--- src/rtl/rcfg_pkg.sv ---
package rcfg_pkg;
    localparam logic [7:0]  RA_CHAN    = 8'h38;
    localparam logic [7:0]  RA_CTRL    = 8'h3A;
    localparam logic [7:0]  RA_OFFS    = 8'h3B;
    localparam logic [7:0]  RA_DATA    = 8'h3C;
    localparam int          CB_WR      = 0;
    localparam int          CB_MODE    = 2;
    localparam int          CB_BUSY    = 8;
    localparam logic [1:0]  MODE_IMAGE = 2'b00;
    localparam logic [31:0] OFS_BASE   = 32'h0;
    localparam logic [31:0] OFS_START  = 32'h1;
    localparam logic [31:0] START_KEY  = 32'h3;
    localparam logic [15:0] END_ADDR   = 16'hFFFF;

    typedef struct packed {
        logic [15:0] addr;
        logic [15:0] data;
    } rec_t;

    typedef enum logic [1:0] {SQ_IDLE, SQ_FETCH, SQ_LATCH, SQ_WRITE} sq_state_t;

    function automatic rec_t to_rec(input logic [31:0] w);
        rec_t r;
        r.addr = w[31:16];
        r.data = w[15:0];
        return r;
    endfunction

    function automatic logic is_end(input logic [31:0] w);
        return w[31:16] == END_ADDR;
    endfunction
endpackage

--- src/rtl/rcfg_regs.sv ---
module rcfg_regs
    import rcfg_pkg::*;
#(
    parameter int CH_W   = 4,
    parameter int ROM_AW = 8
) (
    input  logic              clk,
    input  logic              rst,
    input  logic              hw_en,
    input  logic [7:0]        h_addr,
    input  logic [31:0]       h_wdata,
    input  logic              busy,
    output logic [31:0]       h_rdata,
    output logic [CH_W-1:0]   chan,
    output logic [ROM_AW-1:0] base,
    output logic              start
);
    logic [1:0]  mode;
    logic [31:0] offs;
    logic [31:0] dat;
    logic        ctrl_wr;
    logic        commit;

    assign ctrl_wr = hw_en && !busy && (h_addr == RA_CTRL);
    // the commit uses the mode carried in the same write
    assign commit  = ctrl_wr && h_wdata[CB_WR] &&
                     (h_wdata[CB_MODE+1:CB_MODE] == MODE_IMAGE);
    assign start   = commit && (offs == OFS_START) && (dat == START_KEY);

    always_ff @(posedge clk) begin
        if (rst) begin
            chan <= '0;
            mode <= '0;
            offs <= '0;
            dat  <= '0;
            base <= '0;
        end else if (hw_en && !busy) begin
            case (h_addr)
                RA_CHAN: chan <= h_wdata[CH_W-1:0];
                RA_OFFS: offs <= h_wdata;
                RA_DATA: dat  <= h_wdata;
                RA_CTRL: begin
                    mode <= h_wdata[CB_MODE+1:CB_MODE];
                    if (commit && offs == OFS_BASE)
                        base <= dat[ROM_AW-1:0];
                end
                default: ;
            endcase
        end
    end

    always_comb begin
        h_rdata = '0;
        case (h_addr)
            RA_CHAN: h_rdata[CH_W-1:0] = chan;
            RA_OFFS: h_rdata = offs;
            RA_DATA: h_rdata = dat;
            RA_CTRL: begin
                h_rdata[CB_MODE+1:CB_MODE] = mode;
                h_rdata[CB_BUSY]           = busy;
            end
            default: ;
        endcase
    end

    AST_FROZEN_WHEN_BUSY: assert property (@(posedge clk) disable iff (rst)
        busy && hw_en |=> $stable(chan) && $stable(offs) && $stable(dat) && $stable(mode) && $stable(base));
    AST_START_ONLY_IDLE: assert property (@(posedge clk) disable iff (rst)
        start |-> !busy);
    AST_BASE_NEEDS_MODE0: assert property (@(posedge clk) disable iff (rst)
        hw_en && h_addr == RA_CTRL && h_wdata[CB_MODE+1:CB_MODE] != MODE_IMAGE |=> $stable(base));
endmodule

--- src/rtl/rcfg_seq.sv ---
module rcfg_seq
    import rcfg_pkg::*;
#(
    parameter int ROM_AW = 8
) (
    input  logic              clk,
    input  logic              rst,
    input  logic              start,
    input  logic [ROM_AW-1:0] base,
    output logic              rom_rd,
    output logic [ROM_AW-1:0] rom_addr,
    input  logic [31:0]       rom_data,
    output logic              ch_wr,
    output logic [15:0]       ch_addr,
    output logic [15:0]       ch_data,
    input  logic              ch_ready,
    output logic              busy
);
    sq_state_t         state;
    logic [ROM_AW-1:0] ptr;
    rec_t              rec;

    always_ff @(posedge clk) begin
        if (rst) begin
            state <= SQ_IDLE;
            ptr   <= '0;
            rec   <= '0;
        end else begin
            case (state)
                SQ_IDLE: if (start) begin
                    ptr   <= base;
                    state <= SQ_FETCH;
                end
                SQ_FETCH: state <= SQ_LATCH;
                SQ_LATCH: begin
                    rec   <= to_rec(rom_data);
                    state <= is_end(rom_data) ? SQ_IDLE : SQ_WRITE;
                end
                SQ_WRITE: if (ch_ready) begin
                    ptr   <= ptr + 1'b1;
                    state <= SQ_FETCH;
                end
                default: state <= SQ_IDLE;
            endcase
        end
    end

    assign rom_rd   = (state == SQ_FETCH);
    assign rom_addr = ptr;
    assign ch_wr    = (state == SQ_WRITE);
    assign ch_addr  = rec.addr;
    assign ch_data  = rec.data;
    assign busy     = (state != SQ_IDLE);

    AST_WR_HELD: assert property (@(posedge clk) disable iff (rst)
        ch_wr && !ch_ready |=> ch_wr && $stable(ch_addr) && $stable(ch_data));
    AST_FETCH_BEFORE_WR: assert property (@(posedge clk) disable iff (rst)
        $rose(ch_wr) |-> $past(rom_rd, 2));
    AST_NO_RD_DURING_WR: assert property (@(posedge clk) disable iff (rst)
        !(rom_rd && ch_wr));
    AST_END_CLEARS_BUSY: assert property (@(posedge clk) disable iff (rst)
        $fell(busy) |-> $past(rom_data[31:16] == END_ADDR));
    AST_NEXT_RECORD: assert property (@(posedge clk) disable iff (rst)
        ch_wr && ch_ready |=> rom_rd && rom_addr == $past(rom_addr) + 1'b1);
endmodule

--- src/rtl/rcfg_streamer.sv ---
module rcfg_streamer
    import rcfg_pkg::*;
#(
    parameter int CH_W   = 4,
    parameter int ROM_AW = 8
) (
    input  logic              clk,
    input  logic              rst,
    input  logic              hw_en,
    input  logic [7:0]        h_addr,
    input  logic [31:0]       h_wdata,
    output logic [31:0]       h_rdata,
    output logic              rom_rd,
    output logic [ROM_AW-1:0] rom_addr,
    input  logic [31:0]       rom_data,
    output logic              ch_wr,
    output logic [CH_W-1:0]   ch_sel,
    output logic [15:0]       ch_addr,
    output logic [15:0]       ch_data,
    input  logic              ch_ready
);
    logic              busy;
    logic              start;
    logic [ROM_AW-1:0] base;

    rcfg_regs #(.CH_W(CH_W), .ROM_AW(ROM_AW)) u_regs (
        .clk(clk), .rst(rst), .hw_en(hw_en), .h_addr(h_addr),
        .h_wdata(h_wdata), .busy(busy), .h_rdata(h_rdata),
        .chan(ch_sel), .base(base), .start(start)
    );

    rcfg_seq #(.ROM_AW(ROM_AW)) u_seq (
        .clk(clk), .rst(rst), .start(start), .base(base),
        .rom_rd(rom_rd), .rom_addr(rom_addr), .rom_data(rom_data),
        .ch_wr(ch_wr), .ch_addr(ch_addr), .ch_data(ch_data),
        .ch_ready(ch_ready), .busy(busy)
    );

    AST_QUIET_AFTER_RESET: assert property (@(posedge clk)
        $past(rst) |-> !rom_rd && !ch_wr && h_rdata[CB_BUSY] == 1'b0 || h_addr != RA_CTRL);
endmodule

--- config.mk ---
export PLATFORM = sky130hd
export DESIGN_NAME = rcfg_streamer
export DESIGN_NICKNAME = d
export VERILOG_FILES = /design/src/rtl/rcfg_pkg.sv /design/src/rtl/rcfg_regs.sv /design/src/rtl/rcfg_seq.sv /design/src/rtl/rcfg_streamer.sv
export SDC_FILE = /design/constraint.sdc
export NUM_CORES = 1
export LEC_CHECK = 0
export BUFFER_PORTS_ARGS = -buffer_cell sky130_fd_sc_hd__clkbuf_2
export CAP_MARGIN = 20
export CORE_MARGIN = 2
export CORE_UTILIZATION = 52
export DETAILED_ROUTE_END_ITERATION = 7
export MAX_ROUTING_LAYER = met4
export PLACE_DENSITY = 0.8
export SETUP_SLACK_MARGIN = 0.5
export SYNTH_ARGS = -nofsm -noshare
export SYNTH_HDL_FRONTEND = slang
export SYNTH_SLANG_ARGS = --single-unit
--- constraint.sdc ---
create_clock -name clk -period 2.15 [get_ports clk]
set_input_delay 0.1075 -clock clk [delete_from_list [all_inputs] [get_ports clk]]
set_output_delay 0.1075 -clock clk [all_outputs]
set_load 0.05 [all_outputs]
==> reports/summary.md, run 1 <==
The routed layout has 6564 vias. Counting instances in the post-synthesis netlist gives the leading cell types as sky130_fd_sc_hd__nand2_1, sky130_fd_sc_hd__dfxtp_1, sky130_fd_sc_hd__a21oi_1. The max-slew violation count is 0, and the core region area is 9730 sq um.

Summed over all nets, the half-perimeter wirelength after detailed placement is 11400 um. In this run the worst hold path is classified as input port to register. The register-to-register setup slack was 0.03 ns. The worst setup path is launched from a register.

Each instance of the synthesized netlist takes up on average 8.48 sq um. The checks that failed: DRC. The timing-limited maximum frequency came out at 472 MHz. For this design the ratio of total power to cell area is 648 nW/um^2. The tools report the overall global routing resource usage as 0.397. The run gives 0.464 as the register area share after synthesis. The worst endpoint data arrival time is 2.50 ns. Of all nets on the critical path, the largest fanout is 3. The clock skew after layout is 0.0132 ns.

The count of max-cap constraint violations was 0; the shortest clock period the worst path allows after layout was 2.12 ns. For this design the static power due to leakage is 3.33 nW. In this run the clock root is driven by a sky130_fd_sc_hd__clkbuf_8. The number of standard-cell rows in the floorplan is 36.

Clock-pin slew was measured on the worst setup and hold paths at 0.06 ns. The die is 104 um tall. The I/O pin total came out at 154. The via count of the first global-routing pass was 6286; the share of cells above drive strength 1 was 0.365. The starting density of the core was 0.532. The number of antenna-violating nets in the routed design was 0. For the total routed wirelength, the log shows 24400 um.

The detailed-route wire length per cell works out to 24.6 um. Synthesis produced a netlist with a net count of 692. The run gives 46 as the largest net degree at the start of global routing. The count of flip-flops with a built-in enable after synthesis is 0. The clock passes through at most 2 buffers. The synthesized flop and latch total was 120; the transition at the pin with the smallest max-transition slack was 0.839 ns. The detailed router finished its first iteration with 917 violations. Cell with the most instances after synthesis: sky130_fd_sc_hd__nand2_1. The count of buffers from port buffering came out at 153. Across the VDD grid, the largest voltage drop is 0.560 mV. The first global-routing pass estimated 33100 um of wire. TritonCTS built the clock tree.

The Yosys step of the flow raised 0 warnings. The net count reported at finish was 928. For the worst-case setup slack after placement, the log shows -0.00333 ns.

Summed over all layers, the global routing overflow is 0. The width of the die is 104 um. TritonCTS created 17 clock buffers. The H-tree was split into 4 levels. The share of synthesized flip-flops with an asynchronous set or reset is 0. For the remaining design rule violation count, the log shows 1. By area the synthesized netlist is led by sky130_fd_sc_hd__dfxtp_1, sky130_fd_sc_hd__mux2i_1, sky130_fd_sc_hd__nand2_1. Setup violations remaining at the end of the flow were counted as 0. The flow ran to the end, but the final reports show violations. Of all cell types, the one taking the most synthesized area is sky130_fd_sc_hd__dfxtp_1. The cell area that synthesis handed to floorplanning was 5180 sq um. Setup repair after global routing could not meet its margin everywhere.

The die covers 10800 sq um. The final weighted congestion in routability-driven placement is 0.899, and the relative area change from synthesis to final layout is 63.6%. For the worst relative slew slack, the log shows 0.434. The proportion of netlist area held by the largest area contributor is 0.464. The tools report the critical path endpoint category as a register. The category of the most critical setup path was register to register. STA puts the critical path data required time at 2.54 ns.

The period utilization came out at 0.985. The final number of hold-violating endpoints came out at 0. The most used flip-flop cell after synthesis is sky130_fd_sc_hd__dfxtp_1.

The logs give 8 for the first-pass iteration count of the detailed router and 1 for the initial antenna violation count. Adding up every negative setup slack in the final design gives 0 ns. The number of vias per cell after detailed routing was 6.60; the worst-skew pair later-pin latency was 0.53 ns. The logs give 0.0331 ns for the final worst setup slack and 120 for the number of sinks driven by the clock tree.

The cell count after synthesis came out at 611. The number of different library cells used by synthesis comes to 42.
-- flip-flops by register name, indices dropped and copies added, names as in the netlist --
| signal | cells |
|---|---|
| u_regs.dat | 32 |
| u_regs.offs | 32 |
| u_seq.ch_addr | 16 |
| u_seq.ch_data | 16 |
| u_regs.base | 8 |
| u_seq.rom_addr | 8 |
| u_regs.chan | 4 |
| u_regs.mode | 2 |
| u_seq.state | 2 |
-- final timing paths --
check	depth (start not counted)	startpoint	endpoint
worst max-delay path	7	u_regs.offs[18]$_SDFFE_PP0P_	u_regs.base[5]$_SDFFE_PP0P_
worst min-delay path	4	ch_ready	u_seq.state[1]$_SDFFE_PP0P_
worst max register to register	7	u_regs.offs[18]$_SDFFE_PP0P_	u_regs.base[5]$_SDFFE_PP0P_
worst min register to register	2	u_regs.dat[8]$_SDFFE_PP0P_	u_regs.dat[8]$_SDFFE_PP0P_
-- routing by layer --
layer  track usage  wire length [um]
met5             -                 0
met4         0.207              2170
met3         0.113              2970
met2         0.647             11000
met1         0.444              8270
-- stage by stage --
step / instances / util / hold slack [ns] / cell area [sq um] / power (W)
after global placement: 882 / 0.686 / 0.341 / 6680 / 0.00249
after CTS: 989 / 0.849 / 0.00947 / 8260 / 0.00535
after floorplan: 611 / - / 0.236 / 5270 / 0.00238
after detailed placement: 882 / 0.686 / 0.352 / 6680 / 0.00250
final: 994 / 0.871 / 0.0173 / 8470 / 0.00549
after global routing: 994 / 0.871 / 0.0272 / 8470 / 0.00557
-- power breakdown --
group / internal, W / switching (W) / total, W
Clock: 0.00179 / 0.00110 / 0.00289
Combinational: 0.000173 / 0.000196 / 0.000370
Sequential: 0.00223 / 0.00000943 / 0.00224
-- placed cells by master, fill, tap and decap left out, types with 3 or more instances in the layout --
cell type / count
sky130_fd_sc_hd__inv_1: 5
sky130_fd_sc_hd__clkinv_2: 6
sky130_fd_sc_hd__clkbuf_2: 118
sky130_fd_sc_hd__and3_1: 4
sky130_fd_sc_hd__a22o_1: 17
sky130_fd_sc_hd__nor4_4: 9
sky130_fd_sc_hd__bufinv_16: 3
sky130_fd_sc_hd__mux2i_1: 53
sky130_fd_sc_hd__or4_4: 3
sky130_fd_sc_hd__buf_4: 30
sky130_fd_sc_hd__nor2_1: 56
sky130_fd_sc_hd__a22o_4: 3
sky130_fd_sc_hd__clkbuf_16: 16
sky130_fd_sc_hd__o32ai_2: 4
sky130_fd_sc_hd__nand2_2: 3
sky130_fd_sc_hd__nand4_1: 8
sky130_fd_sc_hd__nand3_2: 3
sky130_fd_sc_hd__nor2_4: 3
sky130_fd_sc_hd__dlygate4sd3_1: 64
sky130_fd_sc_hd__dfxtp_2: 14
sky130_fd_sc_hd__a22oi_2: 4
sky130_fd_sc_hd__buf_12: 32
sky130_fd_sc_hd__dfxtp_4: 3
sky130_fd_sc_hd__nor4_2: 7
sky130_fd_sc_hd__a21oi_1: 66
sky130_fd_sc_hd__clkinv_4: 3
sky130_fd_sc_hd__dfxtp_1: 103
sky130_fd_sc_hd__buf_6: 9
sky130_fd_sc_hd__nand2_1: 140
sky130_fd_sc_hd__nand3_1: 6
sky130_fd_sc_hd__a22oi_1: 3
sky130_fd_sc_hd__a22o_2: 7
-- logic make-up after synthesis --
| logic type | synth area share |
|---|---|
| mux | 0.104 |
| xor+xnor | 0.00169 |
| compound gates | 0.151 |
| buf+inv | 0.0370 |
| fa+ha+maj | 0.0121 |
| flops | 0.464 |
| simple gates | 0.230 |
-- critical path: stages (launching register included) --
cell,delay [ns]
sky130_fd_sc_hd__dfxtp_1,0.34
sky130_fd_sc_hd__nor4_1,0.40
sky130_fd_sc_hd__nand3_2,0.21
sky130_fd_sc_hd__buf_4,0.20
sky130_fd_sc_hd__nor4bb_4,0.31
sky130_fd_sc_hd__buf_4,0.21
sky130_fd_sc_hd__mux2i_1,0.22
sky130_fd_sc_hd__nor2_1,0.09
-- area by class of cell --
type / instances / area, sq um
clock buffer: 19 / 432
clock inverter: 13 / 154
tap: 133 / 166
multi-input combinational: 443 / 3010
fill: 437 / 1250
timing repair buffer: 258 / 2250
antenna: 1 / 2.50
sequential: 120 / 2430
inverter: 7 / 26.3
-- what timing repair did --
item | 4_1_cts | 5_1_grt
pin swaps | 22 | 8
setup buffers | 11 | 2
hold endpoints to repair | 102 | 0
endpoints found under the setup margin | 53 | 84
hold buffers | 64 | 0
resized for setup | 62 | 41
gates cloned | 0 | 2
Note: power is estimated with default switching activity, not from simulation.
==> run 2, diff against run 1 <==
SETUP_SLACK_MARGIN = 0.4   (was 0.5)
==> run 2 against run 1 <==
The run ends with setup timing left; worst setup slack lost 0.13 ns; combinational power shrank 1%; global-route usage shrank 2.0 points; design area shrank 2.0%; sequential share of layout area grew 0.50 points; power shrank 0.29%; largest cell class unchanged; non-clock buffer count shrank 3; routed wire length shrank 6.0%; worst hold slack gained 0.059 ns; die area is the same; register-to-register slack lost 0.13 ns; via count shrank 2.4%.
==> reports/summary.md, run 2 (synthesized netlist as in run 1, its figures left out) <==
The flow ran to the end, but the final reports show violations. The checks that failed: setup timing. The diode insertion count for antenna repair was 0; the number of buffers created by CTS was 17. The register share of total power came out at 0.408. The detailed-route wire length per cell is 23.2 um. The kind of start point of the critical path is a register.

Broken down by cell family, the worst path's largest delay share belongs to simple AND/OR/NAND/NOR gates. The total routed wirelength came out at 22900 um. Counting cells, the worst reg-to-reg path comes to 7. Counting stages on the worst path, the most repeated cell is sky130_fd_sc_hd__nor4_2. The worst min-delay path class was input port to register. The run gives 0.854 as the share of the core filled with cells in the final layout.

The largest individual stage delay along the critical path comes from the cell sky130_fd_sc_hd__dfxtp_1. Power spread over the standard cell area amounts to 659 nW/um^2. Max-cap violations in this run came to 0.

The starting density of the core is 0.532, and the register-to-register setup slack is -0.09 ns. For the final-layout worst hold slack, the log shows 0.0759 ns. The tools report the final worst setup slack as -0.0935 ns.

Once detail routing completed, the nets flagged for antenna violations numbered 0. The area growth from synthesis to layout is 60.4%. The run gives 11400 um as the estimated wirelength of the detail-placed design. The worst path in the final design needs a cycle of 2.24 ns, including I/O delays and setup. The buffering stage count on the worst path with inverters included was 1. In the final layout, the registers with the most flip-flops are u_regs.dat x32, u_regs.offs x32. Entering global routing, the biggest net connects 56 pins. The floorplan die area is 10800 sq um, and the worst-case setup slack after placement is -0.0106 ns. In the layout the commonest cells are sky130_fd_sc_hd__nand2_1, sky130_fd_sc_hd__clkbuf_2, sky130_fd_sc_hd__dfxtp_1.

For the number of setup violations in the final report, the log shows 13. The tools report the clock tree buffer depth as 2. Number of vias per cell after detailed routing: 6.47. The count of cells in the finished layout, fillers not included, comes to 990.

On the worst path, the slowest cell contributes a delay of 0.39 ns. The largest driver fanout on the critical path is 4. The worst setup path is captured at a register. For hold timing, the worst endpoint is u_seq.state[1]$_SDFFE_PP0P_. Beginning of the worst register-to-register path: u_regs.offs[28]$_SDFFE_PP0P_.

The tools report the clock skew after layout as 0.00604 ns. The library cell used most frequently in the layout, excluding fill and tap cells, is sky130_fd_sc_hd__nand2_1. The H-tree was split into 4 levels. The share of cells above drive strength 1 is 0.347, and the overall die height is 104 um.

Along the worst hold path, the cell count comes to 4. The number of placed instances, taps included, is 880. The initial antenna violation count was 0. The worst endpoint data arrival time is 2.64 ns. The first detailed-routing pass took 6 iterations. The category of the most critical setup path is register to register.

Cell internal power was estimated by the tool at 0.00420 W. The final route contains 6407 vias. The net count of the finished layout is 925. Routability-driven placement finished with a final weighted congestion of 0.920. The master cell of the clock root buffer is sky130_fd_sc_hd__clkbuf_8. The first global-routing pass estimated 31500 um of wire.

The total area inside the core boundary comes to 9730 sq um. The worst register-to-register path ends at u_regs.base[6]$_SDFFE_PP0P_. The net switching power came out at 0.00128 W. Timing-limited maximum frequency: 446 MHz.

The logs give 0.525 for the clock share of power and 0 for the total overflow reported by the global router. IR analysis of the VDD net gives a maximum drop of 0.638 mV. The max-slew violation count is 0.

The run gives 0.067 as the part of the power in combinational logic. The logs give 120 for the number of sinks driven by the clock tree and 3.26 nW for the cell leakage power. Setup repair after global routing could not meet its margin everywhere. TritonCTS built the clock tree. The tools report the final number of hold-violating endpoints as 0.

The via count of the first global-routing pass was 6139; the required time at the worst-slack endpoint was 2.55 ns. After detailed routing, the number of remaining DRC violations is 0. The critical path goes through nor4_2, nand4_1, nor4_2, nor4bb_4, buf_4, mux2i_1, nor2_1. The number of standard-cell rows in the floorplan is 36, and the overall global routing resource usage is 0.377. For the worst relative slew slack, the log shows 0.474. For this block, the initial DRC count from the detailed router was 949. The switching share of power is 0.234.

During placement, the flow inserted port buffers numbering 153. For the pin with the worst max-slew slack, the measured transition is 0.779 ns. Adding up every negative setup slack in the final design gives -0.592 ns. The period utilization is 1.04. In this run the horizontal extent of the chip is 104 um. The clock reaches the later pin of the worst-skew pair after 0.53 ns. In this run the most critical hold path is launched from ch_ready. The clock-pin transition on the worst setup and hold timing paths came out at 0.06 ns. The tools report the I/O pin total as 154.
[run 2: changes by cell type in the layout (fill, tap and decap cells not counted), sizes merged]
cell	previous run	this run
buf	74	71
clkinv	9	7
diode	1	0
clkinvlp	1	2
clkbuf	139	140
[run 2: through the flow]
stage | area, sq um | total power (W)
5_1_grt | 8310 | 0.00556
2_1_floorplan | 5220 | 0.00238
3_5_place_dp | 6660 | 0.00249
3_3_place_gp | 6660 | 0.00249
4_1_cts | 8060 | 0.00538
6_report | 8310 | 0.00548
[run 2: worst min-delay path, stage by stage]
cell and delay [ns]:
sky130_fd_sc_hd__clkbuf_2 0.13, sky130_fd_sc_hd__nor2b_2 0.09, sky130_fd_sc_hd__nor2_2 0.16, sky130_fd_sc_hd__o31ai_4 0.07
[run 2: what timing repair did]
| item | 4_1_cts | 5_1_grt |
|---|---|---|
| setup buffers | 5 | 9 |
| endpoints found under the hold margin | 102 | 0 |
| setup endpoints to repair | 20 | 52 |
| resized for setup | 25 | 44 |
| pin swaps | 7 | 20 |
| hold buffers | 64 | 0 |
[run 2: worst max path at each step]
stage                                             from                           to  slack [ns]  depth (start not counted)
after floorplan            u_seq.state[1]$_SDFFE_PP0P_  u_regs.base[0]$_SDFFE_PP0P_        0.35                          8
after global placement    u_regs.offs[15]$_SDFFE_PP0P_  u_seq.state[1]$_SDFFE_PP0P_        0.05                          6
after detailed placement  u_regs.offs[15]$_SDFFE_PP0P_  u_seq.state[1]$_SDFFE_PP0P_       -0.01                          6
after CTS                  u_regs.offs[4]$_SDFFE_PP0P_  u_seq.state[1]$_SDFFE_PP0P_        0.13                          5
after global routing       u_seq.state[0]$_SDFFE_PP0P_  u_regs.base[6]$_SDFFE_PP0P_       -0.09                          8
final                     u_regs.offs[28]$_SDFFE_PP0P_  u_regs.base[6]$_SDFFE_PP0P_       -0.09                          7
[run 2: area by class of cell]
class	count	area (sq um)
clock buffer	20	435
clock inverter	12	151
fill	470	1420
inverter	7	26.3
multi-input combinational	443	2920
sequential	120	2420
tap	133	166
timing repair buffer	255	2190
[run 2: power groups by stage]
stage               Combinational [W]  Clock, W  Sequential [W]
finish                       0.000365   0.00288         0.00224
global route                 0.000378   0.00294         0.00224
floorplan                   0.0000918         0         0.00229
CTS                          0.000320   0.00282         0.00224
global placement             0.000204         0         0.00228
detailed placement           0.000211         0         0.00228
[run 2: routing by layer]
layer  part of all wire  wire length, um  track usage
met5                  0                0            -
met1               0.33             7640        0.420
met4              0.080             1840        0.198
met2               0.47            10800        0.630
met3               0.12             2710       0.0881
==> run 3, diff against run 2 <==
CORE_UTILIZATION = 47   (was 52)
PLACE_DENSITY = 0.77   (was 0.8)
clock period = 1.9 ns   (was 2.15 ns; I/O delays follow)
==> run 3 against run 2 <==
The flow finishes with violations (DRC, setup timing); power up 21%; clock skew up 0.0058 ns; sequential cell count unchanged; clock power up 25%; worst hold slack better by 0.017 ns; sequential share of layout area down 3.8 points; via count up 14%; worst setup slack worse by 0.69 ns; cell count up 7.4%; global-route usage up 3.7 points; critical path type unchanged; largest cell class unchanged; highest routed layer unchanged.
==> reports/summary.md, run 3 (synthesized netlist as in run 1, its figures left out) <==
The first global-routing pass estimated 35900 um of wire. In this run the number of H-tree levels came out at 4. The worst setup path is captured at a register. STA classifies the critical path startpoint as a register. The routed layout has 7275 vias. Counting along the longest clock path gives a buffer depth of 2.

The logs give 0 for the max-slew violation count and -9.31 ns for the summed negative setup slack over all endpoints. TritonCTS built the clock tree. The run gives 7130 sq um as the placement-stage cell area. The cell leakage power is 3.94 nW.

The starting density of the core was 0.480. For the pin with the worst max-slew slack, the measured transition is 0.775 ns. For the total overflow reported by the global router, the log shows 0. The category of the most critical setup path is register to register.

The logs give 0.414 for the overall global routing resource usage and 6552 for the via count of the first global-routing pass. The overall die height is 109 um. The logs give 0.077 for the part of the power in combinational logic and 0.544 for the clock share of power.

The repair_antennas step left the layout with diodes totalling 0. Net count reported at finish: 991. Delay of the slowest critical-path stage: 0.52 ns. Family of cells with the greatest summed delay on the critical path: simple AND/OR/NAND/NOR gates. For this design the top-level I/O count stands at 154.

The clock arrives with 0.0119 ns of skew. The most frequent standard cell in the layout excluding fill and tap cells was sky130_fd_sc_hd__nand2_1. The floorplan step defined a die boundary enclosing 11900 sq um. After detailed routing, the number of vias per cell comes to 6.84. Clock tree synthesis selected as its root buffer the cell sky130_fd_sc_hd__clkbuf_8. Data on the critical path is required at its endpoint by 2.30 ns. Data on the critical path arrives at its endpoint at 3.08 ns. The logs give 0.54 ns for the worst-skew pair later-pin latency and 0.00665 W for the total design power. Walking the worst path, the cells encountered are nor4_1, nand4_1, nor4_4, a31oi_2, buf_4, buf_6, o21ai_0, a21oi_2. The final number of hold-violating endpoints was 0.

The tools report the number of DRC markers after the initial detailed-route iteration as 1387. The checks that failed: DRC, setup timing. The number of antenna-violating nets in the routed design was 0. The run finished, with violations left.

The switching share of power was 0.234. After legalization and detailed placement, the total HPWL measured 12200 um. The worst-case IR drop observed on VDD is 0.757 mV. The largest registers in the layout are u_regs.dat x32, u_regs.offs x32. The worst relative slew slack is 0.476, and the filler cell count is 372. Number of setup violations in the final report: 20. In this run the core area contains 38 standard-cell rows. The period utilization works out to 1.41. At the end of routability-driven placement, the weighted congestion stood at 0.929.

The shortest clock period the worst path allows after layout works out to 2.68 ns. The share of cells above drive strength 1 works out to 0.462. Largest driver fanout on the critical path: 4. The tightest min-delay check is of the input port to register type. Clock-pin transition on the worst setup and hold timing paths: 0.06 ns. The region available for standard cell placement spans 10800 sq um. The worst-case setup slack after placement was -0.201 ns.

Clock tree synthesis inserted a total of 17 buffers. The buffering stage count on the worst path with inverters included came out at 2. The width of the die came out at 109 um. The tool flagged a number of max-cap violations equal to 0. During placement, the flow inserted port buffers numbering 153. Setup repair after global routing could not meet its margin everywhere. For this run, the top clock speed supported by timing is 373 MHz. Summed over all layers, the routed wires come to 30700 um. Entering global routing, the biggest net connects 37 pins.

The finished cells cover 9680 sq um. The logs give -0.784 ns for the final worst setup slack and 0.0929 ns for the final-layout worst hold slack. The tools report the remaining design rule violation count as 1. In the layout the commonest cells are sky130_fd_sc_hd__nand2_1, sky130_fd_sc_hd__clkbuf_2, sky130_fd_sc_hd__dfxtp_1.

The first-pass iteration count of the detailed router is 8. Among all stages on the critical path, the largest delay is contributed by sky130_fd_sc_hd__nor4_1. The initial antenna violation count was 0; the cell internal power dissipation was 0.00509 W. The power density over the cells came out at 687 nW/um^2. Relative area change from synthesis to final layout: 86.9%.

The register share of total power was 0.380; the detailed-route wire length per cell was 28.8 um. The analysis attributes to net switching a power of 0.00156 W. Number of sinks driven by the clock tree: 120.
-- run 3: final timing paths --
| check | from | endpoint | slack, ns | cells past startpoint |
|---|---|---|---|---|
| worst max register to register | u_regs.offs[8]$_SDFFE_PP0P_ | u_seq.state[0]$_SDFFE_PP0P_ | -0.78 | 8 |
| worst min-delay path | h_wdata[3] | u_regs.offs[3]$_SDFFE_PP0P_ | 0.09 | 4 |
| worst max-delay path | u_regs.offs[8]$_SDFFE_PP0P_ | u_seq.state[0]$_SDFFE_PP0P_ | -0.78 | 8 |
| worst min register to register | u_seq.ch_data[15]$_SDFFE_PP0N_ | u_seq.ch_data[15]$_SDFFE_PP0N_ | 0.51 | 2 |
-- run 3: stage by stage --
stage	std cells	util
after global placement	934	0.661
after floorplan	611	-
after detailed placement	934	0.661
final	1063	0.897
after global routing	1063	0.897
after CTS	1045	0.832
-- run 3: what timing repair did --
item / 4_1_cts / 5_1_grt
gates resized for setup: 99 / 109
buffers inserted: 13 / 14
endpoints found under the setup margin: 90 / 144
hold buffers: 64 / 0
gates cloned: 2 / 4
pin swaps: 21 / 44
endpoints found under the hold margin: 95 / 0
-- run 3: worst min-delay path, stage by stage --
cell                       delay [ns]
sky130_fd_sc_hd__clkbuf_2        0.14
sky130_fd_sc_hd__buf_4           0.18
sky130_fd_sc_hd__nand2_1         0.06
sky130_fd_sc_hd__a21oi_1         0.09
-- run 3: power by group through the flow --
| stage | combinational (W) | clock (W) | sequential (W) |
|---|---|---|---|
| floorplan | 0.000109 | 0 | 0.00259 |
| global placement | 0.000259 | 0 | 0.00258 |
| detailed placement | 0.000267 | 0 | 0.00258 |
| CTS | 0.000402 | 0.00348 | 0.00253 |
| global route | 0.000521 | 0.00367 | 0.00252 |
| finish | 0.000511 | 0.00361 | 0.00252 |
-- run 3: routing by layer --
layer | up-vias | wire length, um | GRT usage
li1 | 2751 | - | -
met1 | 3337 | 10100 | 0.475
met2 | 866 | 13500 | 0.654
met3 | 321 | 4070 | 0.0956
met4 | 0 | 2960 | 0.258
met5 | - | 0 | -
-- run 3: layout make-up --
type	count	area, sq um	area share
Clock inverter	12	196	0.0203
Clock buffer	20	445	0.0460
Sequential cell	120	2460	0.254
Timing Repair Buffer	321	3080	0.318
Multi-Input combinational cell	443	3300	0.341
Tap cell	140	175	0.0181
Inverter	7	28.8	0.00297
